**config.mk**
```make
export PLATFORM = sky130hd
export DESIGN_NAME = e3oh_serial_out
export DESIGN_NICKNAME = d
export VERILOG_FILES = /design/src/rtl/e3oh_pkg.sv /design/src/rtl/e3oh_clkdiv.sv /design/src/rtl/e3oh_hold.sv /design/src/rtl/e3oh_shift.sv /design/src/rtl/e3oh_serial_out.sv
export SDC_FILE = /design/constraint.sdc
export NUM_CORES = 1
export LEC_CHECK = 0
export BUFFER_PORTS_ARGS = -buffer_cell sky130_fd_sc_hd__buf_2
export CAP_MARGIN = 15
export CORE_MARGIN = 2
export CORE_UTILIZATION = 55
export DETAILED_ROUTE_END_ITERATION = 12
export GPL_TIMING_DRIVEN = 0
export PLACE_DENSITY = 0.87
export SYNTH_ARGS = -nofsm -noshare
export SYNTH_HDL_FRONTEND = slang
export SYNTH_SLANG_ARGS = --single-unit
```
**constraint.sdc**
```tcl
create_clock -name clk -period 3.7 [get_ports clk]
set_input_delay 0 -clock clk [delete_from_list [all_inputs] [get_ports clk]]
set_output_delay 0 -clock clk [all_outputs]
set_load 0.005 [all_outputs]
```
**src/rtl/e3oh_pkg.sv**
```systemverilog
package e3oh_pkg;
  localparam int FAS_W = 10;
  localparam int OH_W  = FAS_W + 2;

  typedef logic [OH_W-1:0] oh_word_t;

  // Transmission order is MSB first: FAS[9..0], then A, then N.
  function automatic oh_word_t oh_pack(input logic [FAS_W-1:0] fas,
                                       input logic a, input logic n);
    return {fas, a, n};
  endfunction

  function automatic int unsigned half_period(input int unsigned ratio);
    return ratio / 2;
  endfunction
endpackage

```
**src/rtl/e3oh_clkdiv.sv**
```systemverilog
module e3oh_clkdiv #(
  parameter int unsigned DIV_RATIO = 8
) (
  input  logic clk,
  input  logic rst,
  output logic oh_clk,
  output logic rise_en,
  output logic fall_en
);
  import e3oh_pkg::*;
  localparam int unsigned HALF  = half_period(DIV_RATIO);
  localparam int unsigned CNT_W = (DIV_RATIO > 2) ? $clog2(DIV_RATIO) : 1;

  logic [CNT_W-1:0] cnt;

  assign rise_en = (cnt == CNT_W'(HALF - 1));
  assign fall_en = (cnt == CNT_W'(DIV_RATIO - 1));

  always_ff @(posedge clk) begin
    if (rst) begin
      cnt    <= '0;
      oh_clk <= 1'b0;
    end else begin
      cnt <= fall_en ? '0 : cnt + 1'b1;
      if (rise_en)      oh_clk <= 1'b1;
      else if (fall_en) oh_clk <= 1'b0;
    end
  end

  // Checker: count cycles spent at each level of oh_clk.
  logic             clk_d;
  logic [CNT_W-1:0] run;
  always_ff @(posedge clk) begin
    if (rst) begin
      clk_d <= 1'b0;
      run   <= '0;
    end else begin
      clk_d <= oh_clk;
      run   <= (oh_clk != clk_d) ? CNT_W'(1) : run + 1'b1;
    end
  end

  a_r2_half_period: assert property (@(posedge clk) disable iff (rst)
    (oh_clk != clk_d) |-> (run == CNT_W'(HALF)))
    else $error("oh_clk level did not last half a period");
endmodule

```
**src/rtl/e3oh_hold.sv**
```systemverilog
module e3oh_hold
  import e3oh_pkg::*;
(
  input  logic     clk,
  input  logic     rst,
  input  logic     strobe,
  input  oh_word_t word_in,
  input  logic     take,
  input  logic     ovr_clr,
  output oh_word_t hold_word,
  output logic     hold_valid,
  output logic     overrun
);
  // A strobe that finds a word still waiting (and not leaving now) loses it.
  logic lost_word;
  assign lost_word = strobe && hold_valid && !take;

  always_ff @(posedge clk) begin
    if (rst) begin
      hold_word  <= '0;
      hold_valid <= 1'b0;
      overrun    <= 1'b0;
    end else begin
      if (strobe) hold_word <= word_in;
      hold_valid <= strobe || (hold_valid && !take);
      if (lost_word)    overrun <= 1'b1;
      else if (ovr_clr) overrun <= 1'b0;
    end
  end

  a_r7_overrun_cause: assert property (@(posedge clk) disable iff (rst)
    $rose(overrun) |-> ($past(strobe) && $past(hold_valid)))
    else $error("overrun raised without a lost word");

  a_r7_overrun_sticky: assert property (@(posedge clk) disable iff (rst)
    (overrun && !ovr_clr) |=> overrun)
    else $error("overrun dropped without a clear");

  a_r8_clear_works: assert property (@(posedge clk) disable iff (rst)
    (ovr_clr && !strobe) |=> !overrun)
    else $error("overrun not cleared");
endmodule

```
**src/rtl/e3oh_shift.sv**
```systemverilog
module e3oh_shift
  import e3oh_pkg::*;
(
  input  logic     clk,
  input  logic     rst,
  input  logic     fall_en,
  input  oh_word_t hold_word,
  input  logic     hold_valid,
  output logic     take,
  output logic     active,
  output logic     oh_data,
  output logic     oh_sof
);
  localparam int IDX_W = $clog2(OH_W);

  oh_word_t   shreg;
  logic [IDX_W-1:0] idx;
  logic       last_bit;
  logic       boundary;

  assign last_bit = (idx == IDX_W'(OH_W - 1));
  assign boundary = !active || last_bit;
  assign take     = fall_en && hold_valid && boundary;

  always_ff @(posedge clk) begin
    if (rst) begin
      shreg   <= '0;
      idx     <= '0;
      active  <= 1'b0;
      oh_data <= 1'b0;
      oh_sof  <= 1'b0;
    end else if (fall_en) begin
      if (boundary) begin
        if (hold_valid) begin
          oh_data <= hold_word[OH_W-1];
          shreg   <= hold_word << 1;
          idx     <= '0;
          active  <= 1'b1;
          oh_sof  <= 1'b1;
        end else begin
          oh_data <= 1'b0;
          active  <= 1'b0;
          oh_sof  <= 1'b0;
        end
      end else begin
        oh_data <= shreg[OH_W-1];
        shreg   <= shreg << 1;
        idx     <= idx + 1'b1;
        oh_sof  <= 1'b0;
      end
    end
  end

  a_r6_idle_low: assert property (@(posedge clk) disable iff (rst)
    !active |-> (!oh_data && !oh_sof))
    else $error("idle output not low");

  a_r3_sof_single: assert property (@(posedge clk) disable iff (rst)
    (oh_sof && fall_en) |=> !oh_sof)
    else $error("marker held past one period");

  a_r5_frame_unbroken: assert property (@(posedge clk) disable iff (rst)
    (active && !last_bit && fall_en) |=> active)
    else $error("frame cut short");
endmodule

```
**src/rtl/e3oh_serial_out.sv**
```systemverilog
module e3oh_serial_out #(
  parameter int unsigned DIV_RATIO = 8
) (
  input  logic       clk,
  input  logic       rst,
  input  logic       oh_strobe,
  input  logic [9:0] fas_in,
  input  logic       a_in,
  input  logic       n_in,
  input  logic       ovr_clr,
  output logic       oh_clk,
  output logic       oh_data,
  output logic       oh_sof,
  output logic       overrun
);
  import e3oh_pkg::*;

  // Named internal events
  logic     rise_en;
  logic     fall_en;
  logic     take;
  logic     active;
  logic     hold_valid;
  oh_word_t hold_word;
  oh_word_t word_in;

  assign word_in = oh_pack(fas_in, a_in, n_in);

  e3oh_clkdiv #(.DIV_RATIO(DIV_RATIO)) u_div (
    .clk     (clk),
    .rst     (rst),
    .oh_clk  (oh_clk),
    .rise_en (rise_en),
    .fall_en (fall_en)
  );

  e3oh_hold u_hold (
    .clk        (clk),
    .rst        (rst),
    .strobe     (oh_strobe),
    .word_in    (word_in),
    .take       (take),
    .ovr_clr    (ovr_clr),
    .hold_word  (hold_word),
    .hold_valid (hold_valid),
    .overrun    (overrun)
  );

  e3oh_shift u_shift (
    .clk        (clk),
    .rst        (rst),
    .fall_en    (fall_en),
    .hold_word  (hold_word),
    .hold_valid (hold_valid),
    .take       (take),
    .active     (active),
    .oh_data    (oh_data),
    .oh_sof     (oh_sof)
  );

  a_r1_data_on_fall: assert property (@(posedge clk) disable iff (rst)
    !$stable(oh_data) |-> $fell(oh_clk))
    else $error("data changed away from a falling oh_clk");

  a_r1_sof_on_fall: assert property (@(posedge clk) disable iff (rst)
    !$stable(oh_sof) |-> $fell(oh_clk))
    else $error("marker changed away from a falling oh_clk");

  a_r2_no_rise_on_launch: assert property (@(posedge clk) disable iff (rst)
    rise_en |-> !fall_en)
    else $error("rise and fall enables collided");
endmodule

```
==> flow_metrics.env, run 1 <==
export IMPL_cts_tree="yes"
export IMPL_hold_path_end="u_shift.idx[1]$_SDFFE_PP0P_"
export IMPL_ctsResizeCount=0
export IMPL_clkSlewWorstSetupHoldPaths_ns=0.10
export IMPL_clock_latency_ns=0.34
export IMPL_crit_path_frequent_cell="ha_1"
export IMPL_seqPwrFrac_pct=60.4
export IMPL_numCtsBuffers=5
export IMPL_cp_data_required_time_ns=3.94
export IMPL_finalCritPeriodShare_pct=58.20
export IMPL_wl_per_cell_um=18.32
export IMPL_synthCells=167
export IMPL_cts_num_sinks=36
export IMPL_cp_max_fo=8
export IMPL_stdcell_area_mm2=0.001966
export IMPL_crit_type="reg2reg"
export IMPL_worstReg2RegStart="u_div.cnt[0]$_SDFF_PP0_"
export IMPL_final_setup_skew_ns=0.007892
export IMPL_core_mm2=0.002781
export IMPL_n_antenna_cell=0
export IMPL_hp_class="in2reg"
export IMPL_grt_max_degree=11
export IMPL_clock_tree_root_cell="clkbuf_4"
export IMPL_r2r_slack_ns=1.55
export IMPL_gp_congestion=0.8115
export IMPL_dieArea_mm2=0.003387
export IMPL_slowest_delay_ns=0.57
export IMPL_via_count=1492
export IMPL_critPathArrivalTime_ns=2.39
export IMPL_hold_viol=0
export IMPL_p_sw_uw=173.6
export IMPL_tns_ns=0
export IMPL_synth_cell_types=38
export IMPL_cpMaxStageDelayCell="dlygate4sd3_1"
export IMPL_worst_path_dominant_cell_family="buffers and inverters"
export IMPL_setup_violations=0
export IMPL_p_comb_share_pct=10.6
export IMPL_synth_seq_cells=36
export IMPL_final_nets=230
export IMPL_final_common_cell="dfxtp_1"
export IMPL_drive_gt1_share_pct=23.33
export IMPL_drtIter0Drc=63
export IMPL_grt_pass1_wl_um=7327
export IMPL_setup_worst_path_start_class="flip-flop"
export IMPL_powerDensity_mw_per_mm2=346.2
export IMPL_viasPerCell=6.191
export IMPL_pwr_share_clk_pct=29.0
export IMPL_cts_max_level=2
export IMPL_fmax_mhz=464.4
export IMPL_period_needed_ns=2.153
export IMPL_die_w_um=58.20
export IMPL_area_delta_synth_final_pct=21.69
export IMPL_ys_seq_area_share_pct=44.62
export IMPL_drt_wl_total_um=4416
export IMPL_r2r_cells=7
export IMPL_postSynthAreaPerCell_um2=9.672
export IMPL_critPathBufInv=3
export IMPL_switching_share_pct=25.51
export IMPL_relSlewSlack_pct=68.01
export IMPL_cts_buffer_depth=2
export IMPL_multiInputGateArea_um2=797.0
export IMPL_r2r_end="u_hold.overrun$_SDFFE_PP0P_"
export IMPL_mostFrequentLayoutCells="36 x dfxtp_1, 25 x buf_2, 17 x a21oi_1, 17 x dlygate4sd3_1, 16 x nor2_1"
export IMPL_groute_usage_overall_pct=28.99
export IMPL_rsz0062_at_grt="false"
export IMPL_die_h_um=58.20
export IMPL_overflow=0
export IMPL_crit_chain="ha_1 > ha_1 > buf_4 > inv_1 > a21oi_1 > o31ai_1 > dlygate4sd3_1"
export IMPL_drv_cap=0
export IMPL_regArea_um2=720.7
export IMPL_fill_cells=162
export IMPL_critPathCaptureType="flip-flop"
export IMPL_peakVddDrop_mv=0.2961
export IMPL_status="complete, no violations"
export IMPL_syn_area_mm2=0.001615
export IMPL_fp_row_count=19
export IMPL_drc=0
export IMPL_yosysWarnings=0
export IMPL_portBuffers=19
export IMPL_ant_nets=0
export IMPL_drv_slew=0
export IMPL_internal_power_uw=506.9
export IMPL_io_pins=20
export IMPL_hold_start="rst"
export IMPL_grt_antenna_before_repair=0
export IMPL_start_util_pct=58.07
export IMPL_leakage_uw=0.0007672
export IMPL_first_pass_iters=4
export IMPL_hold_path_depth=3
export IMPL_postPlaceCellArea_mm2=0.001749
export IMPL_cts_setup_buffers=0
export IMPL_syn_num_nets=187
export IMPL_grt_pass1_vias=1490
export IMPL_worstMarginPinSlew_ns=0.4798
export IMPL_dp_hpwl_um=2325
## flip-flops by register name, summed over array words and instances, names as in the netlist
signal and flops:
u_hold.hold_word 12, u_shift.shreg 11, u_shift.idx 4, u_div.cnt 3
u_div.oh_clk 1, u_hold.hold_valid 1, u_hold.overrun 1, u_shift.active 1
u_shift.oh_data 1, u_shift.oh_sof 1
## cells in the mapped netlist
cell       number  area, um2
nand2b_1        2      12.51
nor2_1         16      60.06
inv_1           3      11.26
buf_6           2      22.52
o2bb2ai_1       1      8.760
nor4_1          1      6.260
a22o_1          1      8.760
ha_1            4      50.05
and2_4          1      8.760
nand4bb_1       1      11.26
a2111oi_0       1      8.760
nand3b_1        1      7.510
o31ai_1         2      15.01
a311oi_2        9      135.1
dfxtp_1        36      720.7
or4_1           1      7.510
nand3_1        11      55.05
nand2_1         5      18.77
and3b_1         1      8.760
buf_4           2      15.01
o21ai_0         3      15.01
nor2b_1         1      6.260
a311oi_1        1      8.760
inv_2           1      3.750
and4bb_2        1      12.51
clkbuf_1        3      11.26
a21oi_1        17      85.08
o21a_2          1      8.760
o21ai_1         9      45.04
o211ai_1        1      7.510
buf_2           6      30.03
a221o_1         2      20.02
nor3_1          3      15.01
buf_1           1      3.750
a21bo_2         1      10.01
or2b_1          1      7.510
and2_1          2      12.51
mux2i_1        12      120.1
## logic make-up (layout without fill, tap and decap cells)
family          Yosys count  in the layout  share of synthesized area, %
fa+ha+maj                 4              4                         3.098
compound gates           49             49                         23.32
simple gates             48             48                         15.49
buf+inv                  18             61                         6.041
mux                      12             12                         7.436
flops                    36             36                         44.62
## per-layer routing
metal,wire [um],global-route usage [%]
met2,2074,44.81
met3,307,8.036
met1,1834,36.83
met4,199,15.28
met5,0,0
## timing repair
item	4_1_cts	5_1_grt
endpoints found under the setup margin	0	0
hold endpoints to repair	14	0
hold buffers	17	0
## final cells by class
class	count	share of cell area (%)
plain buffers	14	4.201
clock buffers	6	2.101
clock inverters	1	0.2546
inverters	4	0.7638
multi-input cells	113	40.55
flip-flops and latches	36	36.66
well taps	31	1.973
repair buffers	36	13.49
## worst register-to-register path: stages (launching register included)
cell and delay (ns):
dfxtp_1 0.38, ha_1 0.21, ha_1 0.18, buf_4 0.17, inv_1 0.11, a21oi_1 0.30, o31ai_1 0.13, dlygate4sd3_1 0.57
## power by group through the flow
stage          sequential [uW]  combinational, uW  clock (uW)
2_1_floorplan              415               33.2           0
5_1_grt                    412               77.0         212
3_5_place_dp               418               50.4           0
3_3_place_gp               417               47.4           0
6_report                   411               72.1         197
4_1_cts                    409               65.0         195
## metrics by stage
step / hold WS, ns / utilization, % / setup slack [ns] / total power, uW / std cells
final: 0.09228 / 70.67 / 1.547 / 680.5 / 241
after CTS: 0.08282 / 70.67 / 1.717 / 668.7 / 241
after floorplan: 0.1361 / - / 2.206 / 448.4 / 167
after global placement: 0.2331 / 62.89 / 2.152 / 464.3 / 217
after detailed placement: 0.2462 / 62.89 / 2.066 / 468.1 / 217
after global routing: 0.1232 / 70.67 / 1.468 / 700.8 / 241
## how the worst max path moves through the flow
stage,endpoint,startpoint,cells past startpoint
after global routing,u_hold.overrun$_SDFFE_PP0P_,u_div.cnt[0]$_SDFF_PP0_,7
after detailed placement,u_shift.shreg[7]$_SDFFE_PP0P_,u_div.cnt[0]$_SDFF_PP0_,7
final,u_hold.overrun$_SDFFE_PP0P_,u_div.cnt[0]$_SDFF_PP0_,7
after global placement,u_shift.shreg[9]$_SDFFE_PP0P_,u_div.cnt[0]$_SDFF_PP0_,7
after CTS,u_hold.overrun$_SDFFE_PP0P_,u_div.cnt[0]$_SDFF_PP0_,7
after floorplan,u_shift.shreg[10]$_SDFFE_PP0P_,u_div.cnt[0]$_SDFF_PP0_,7
Note: power is estimated with default switching activity, not from simulation.
==> run 2: changes to the inputs <==
--- a/config.mk
+++ b/config.mk
@@ -8,10 +8,10 @@
 export BUFFER_PORTS_ARGS = -buffer_cell sky130_fd_sc_hd__buf_2
 export CAP_MARGIN = 15
 export CORE_MARGIN = 2
-export CORE_UTILIZATION = 55
+export CORE_UTILIZATION = 51
 export DETAILED_ROUTE_END_ITERATION = 12
 export GPL_TIMING_DRIVEN = 0
-export PLACE_DENSITY = 0.87
+export PLACE_DENSITY = 0.85
 export SYNTH_ARGS = -nofsm -noshare
 export SYNTH_HDL_FRONTEND = slang
 export SYNTH_SLANG_ARGS = --single-unit
==> constraint.sdc (replaced) <==
create_clock -name clk -period 1.9 [get_ports clk]
set_input_delay 0 -clock clk [delete_from_list [all_inputs] [get_ports clk]]
set_output_delay 0 -clock clk [all_outputs]
set_load 0.005 [all_outputs]
==> run 2 against run 1 <==
  * Sequential power grew 94%
  * Cell area up 0.64%
  * Global-route usage is 4.6 points lower
  * Utilization shrank 5.3 points
  * Fmax rose by 25%
  * Sequential share of layout area down 0.23 points
  * Largest cell class unchanged
==> flow_metrics.env, run 2 (synthesis gave the netlist of run 1 again) <==
export IMPL_slowest_delay_ns=0.36
export IMPL_via_count=1453
export IMPL_die_h_um=60.28
export IMPL_cp_data_required_time_ns=2.16
export IMPL_leakage_uw=0.0007612
export IMPL_setup_violations=0
export IMPL_n_antenna_cell=0
export IMPL_cts_setup_buffers=0
export IMPL_core_mm2=0.003028
export IMPL_area_delta_synth_final_pct=22.46
export IMPL_powerDensity_mw_per_mm2=695.4
export IMPL_hold_viol=0
export IMPL_cp_max_fo=10
export IMPL_drc=0
export IMPL_drtIter0Drc=81
export IMPL_cpMaxStageDelayCell="dfxtp_1"
export IMPL_viasPerCell=5.743
export IMPL_cts_buffer_depth=2
export IMPL_dp_cells=230
export IMPL_drv_slew=0
export IMPL_setup_worst_path_start_class="flip-flop"
export IMPL_critPathArrivalTime_ns=1.98
export IMPL_finalNonFillerCells=253
export IMPL_utilization_pct=65.33
export IMPL_grt_pass1_wl_um=6382
export IMPL_ant_nets=0
export IMPL_finalCritPeriodShare_pct=90.97
export IMPL_fill_cells=210
export IMPL_drt_wl_total_um=3940
export IMPL_fmax_mhz=578.6
export IMPL_reg_largest_list="u_hold.hold_word (12), u_shift.shreg (11), u_shift.idx (4)"
export IMPL_grt_max_degree=12
export IMPL_start_util_pct=53.35
export IMPL_gp_congestion=0.8002
export IMPL_cts_num_sinks=36
export IMPL_crit_path_frequent_cell="ha_1"
export IMPL_grt_antenna_before_repair=0
export IMPL_portBuffers=19
export IMPL_overflow=0
export IMPL_setup_ws_ns=0.1716
export IMPL_final_setup_skew_ns=0.008984
export IMPL_largest_reg_flops=12
export IMPL_post_place_ws_ns=0.2628
export IMPL_final_common_cell="dfxtp_1"
export IMPL_dp_hpwl_um=2309
export IMPL_fp_row_count=20
export IMPL_worstMarginPinSlew_ns=0.4846
export IMPL_dieArea_mm2=0.003634
export IMPL_regArea_um2=720.7
export IMPL_status="complete, no violations"
export IMPL_cts_tree="yes"
export IMPL_drive_gt1_share_pct=23.92
export IMPL_io_pins=20
export IMPL_rsz0062_at_grt="false"
export IMPL_multiInputGateArea_um2=797.0
export IMPL_clkSlewWorstSetupHoldPaths_ns=0.12
export IMPL_grt_pass1_vias=1352
export IMPL_hold_path_depth=3
export IMPL_tns_ns=0
export IMPL_mostFrequentLayoutCells="36 x dfxtp_1, 25 x buf_2, 17 x a21oi_1, 16 x nor2_1, 15 x dlygate4sd3_1"
export IMPL_final_nets=228
export IMPL_cts_max_level=2
export IMPL_r2r_cells=7
export IMPL_numCtsBuffers=5
export IMPL_peakVddDrop_mv=0.4834
export IMPL_hp_class="in2reg"
export IMPL_clock_tree_root_cell="clkbuf_4"
export IMPL_groute_usage_overall_pct=24.36
export IMPL_die_w_um=60.28
export IMPL_period_needed_ns=1.728
export IMPL_ctsResizeCount=0
export IMPL_top_register="u_hold.hold_word"
export IMPL_crit_chain="ha_1 > ha_1 > buf_4 > o21a_2 > buf_2 > a21oi_1 > a311oi_2"
export IMPL_wl_per_cell_um=15.57
export IMPL_first_pass_iters=4
export IMPL_clock_latency_ns=0.34
export IMPL_critPathCaptureType="flip-flop"
export IMPL_drv_cap=0
export IMPL_crit_type="reg2reg"
export IMPL_relSlewSlack_pct=67.69
-- run 2: cell types whose count changed in the layout (fill, tap and decap cells not counted) --
| cell | delta |
|---|---|
| dlygate4sd3_1 | -2 |
| clkbuf_8 | +1 |
| clkinvlp_4 | +1 |
| clkinv_2 | -1 |
-- run 2: report_power, final --
part / switching, uW / internal [uW] / leakage (uW) / total (uW)
combinational: 61.3 / 66.5 / 0.000436 / 128
sequential: 17.4 / 781 / 0.000294 / 798
clock: 268 / 181 / 0.0000315 / 450
total: 347 / 1030 / 0.000761 / 1380
-- run 2: per-layer routing --
layer  up-vias  GRT usage [%]  wire, um
li1        693              -         -
met3        12          6.061       243
met4         0          10.79       102
met1       685          29.37      1642
met2        63          40.68      1952
met5         -              0         0
-- run 2: repair_timing --
action | 4_1_cts | 5_1_grt
endpoints found under the hold margin | 14 | 0
endpoints found under the setup margin | 0 | 0
hold buffers | 15 | 0
-- run 2: stage by stage --
| step | cell area [um2] | power (uW) | hold slack [ns] |
|---|---|---|---|
| 2_1_floorplan | 1615 | 873.3 | 0.1361 |
| 3_3_place_gp | 1765 | 905.7 | 0.2311 |
| 3_5_place_dp | 1765 | 911.4 | 0.2513 |
| 4_1_cts | 1978 | 1356 | 0.09299 |
| 5_1_grt | 1978 | 1413 | 0.1122 |
| 6_report | 1978 | 1376 | 0.09567 |
-- run 2: cell type report --
cell class | count | area share, %
Buffer | 14 | 4.175
Clock buffer | 7 | 2.783
Clock inverter | 1 | 0.3795
Inverter | 4 | 0.7590
Multi-Input combinational cell | 113 | 40.29
Sequential cell | 36 | 36.43
Tap cell | 44 | 2.783
Timing Repair Buffer | 34 | 12.40
-- run 2: path summary, 6_finish.rpt --
path                                start                             to  slack, ns
setup / recovery  u_div.cnt[0]$_SDFF_PP0_  u_shift.shreg[9]$_SDFFE_PP0P_       0.17
hold / removal                        rst    u_shift.idx[1]$_SDFFE_PP0P_        0.1
setup reg to reg  u_div.cnt[0]$_SDFF_PP0_  u_shift.shreg[9]$_SDFFE_PP0P_       0.17
hold reg to reg   u_div.cnt[0]$_SDFF_PP0_        u_div.cnt[0]$_SDFF_PP0_       0.46
-- run 2: critical path, delay by kind of cell, from the launching register on --
kind	cells	cell delay, ns
buffers and inverters	2	0.38
adders and majority gates	2	0.34
AOI/OAI and AO/OA	3	0.55
DFF	1	0.36
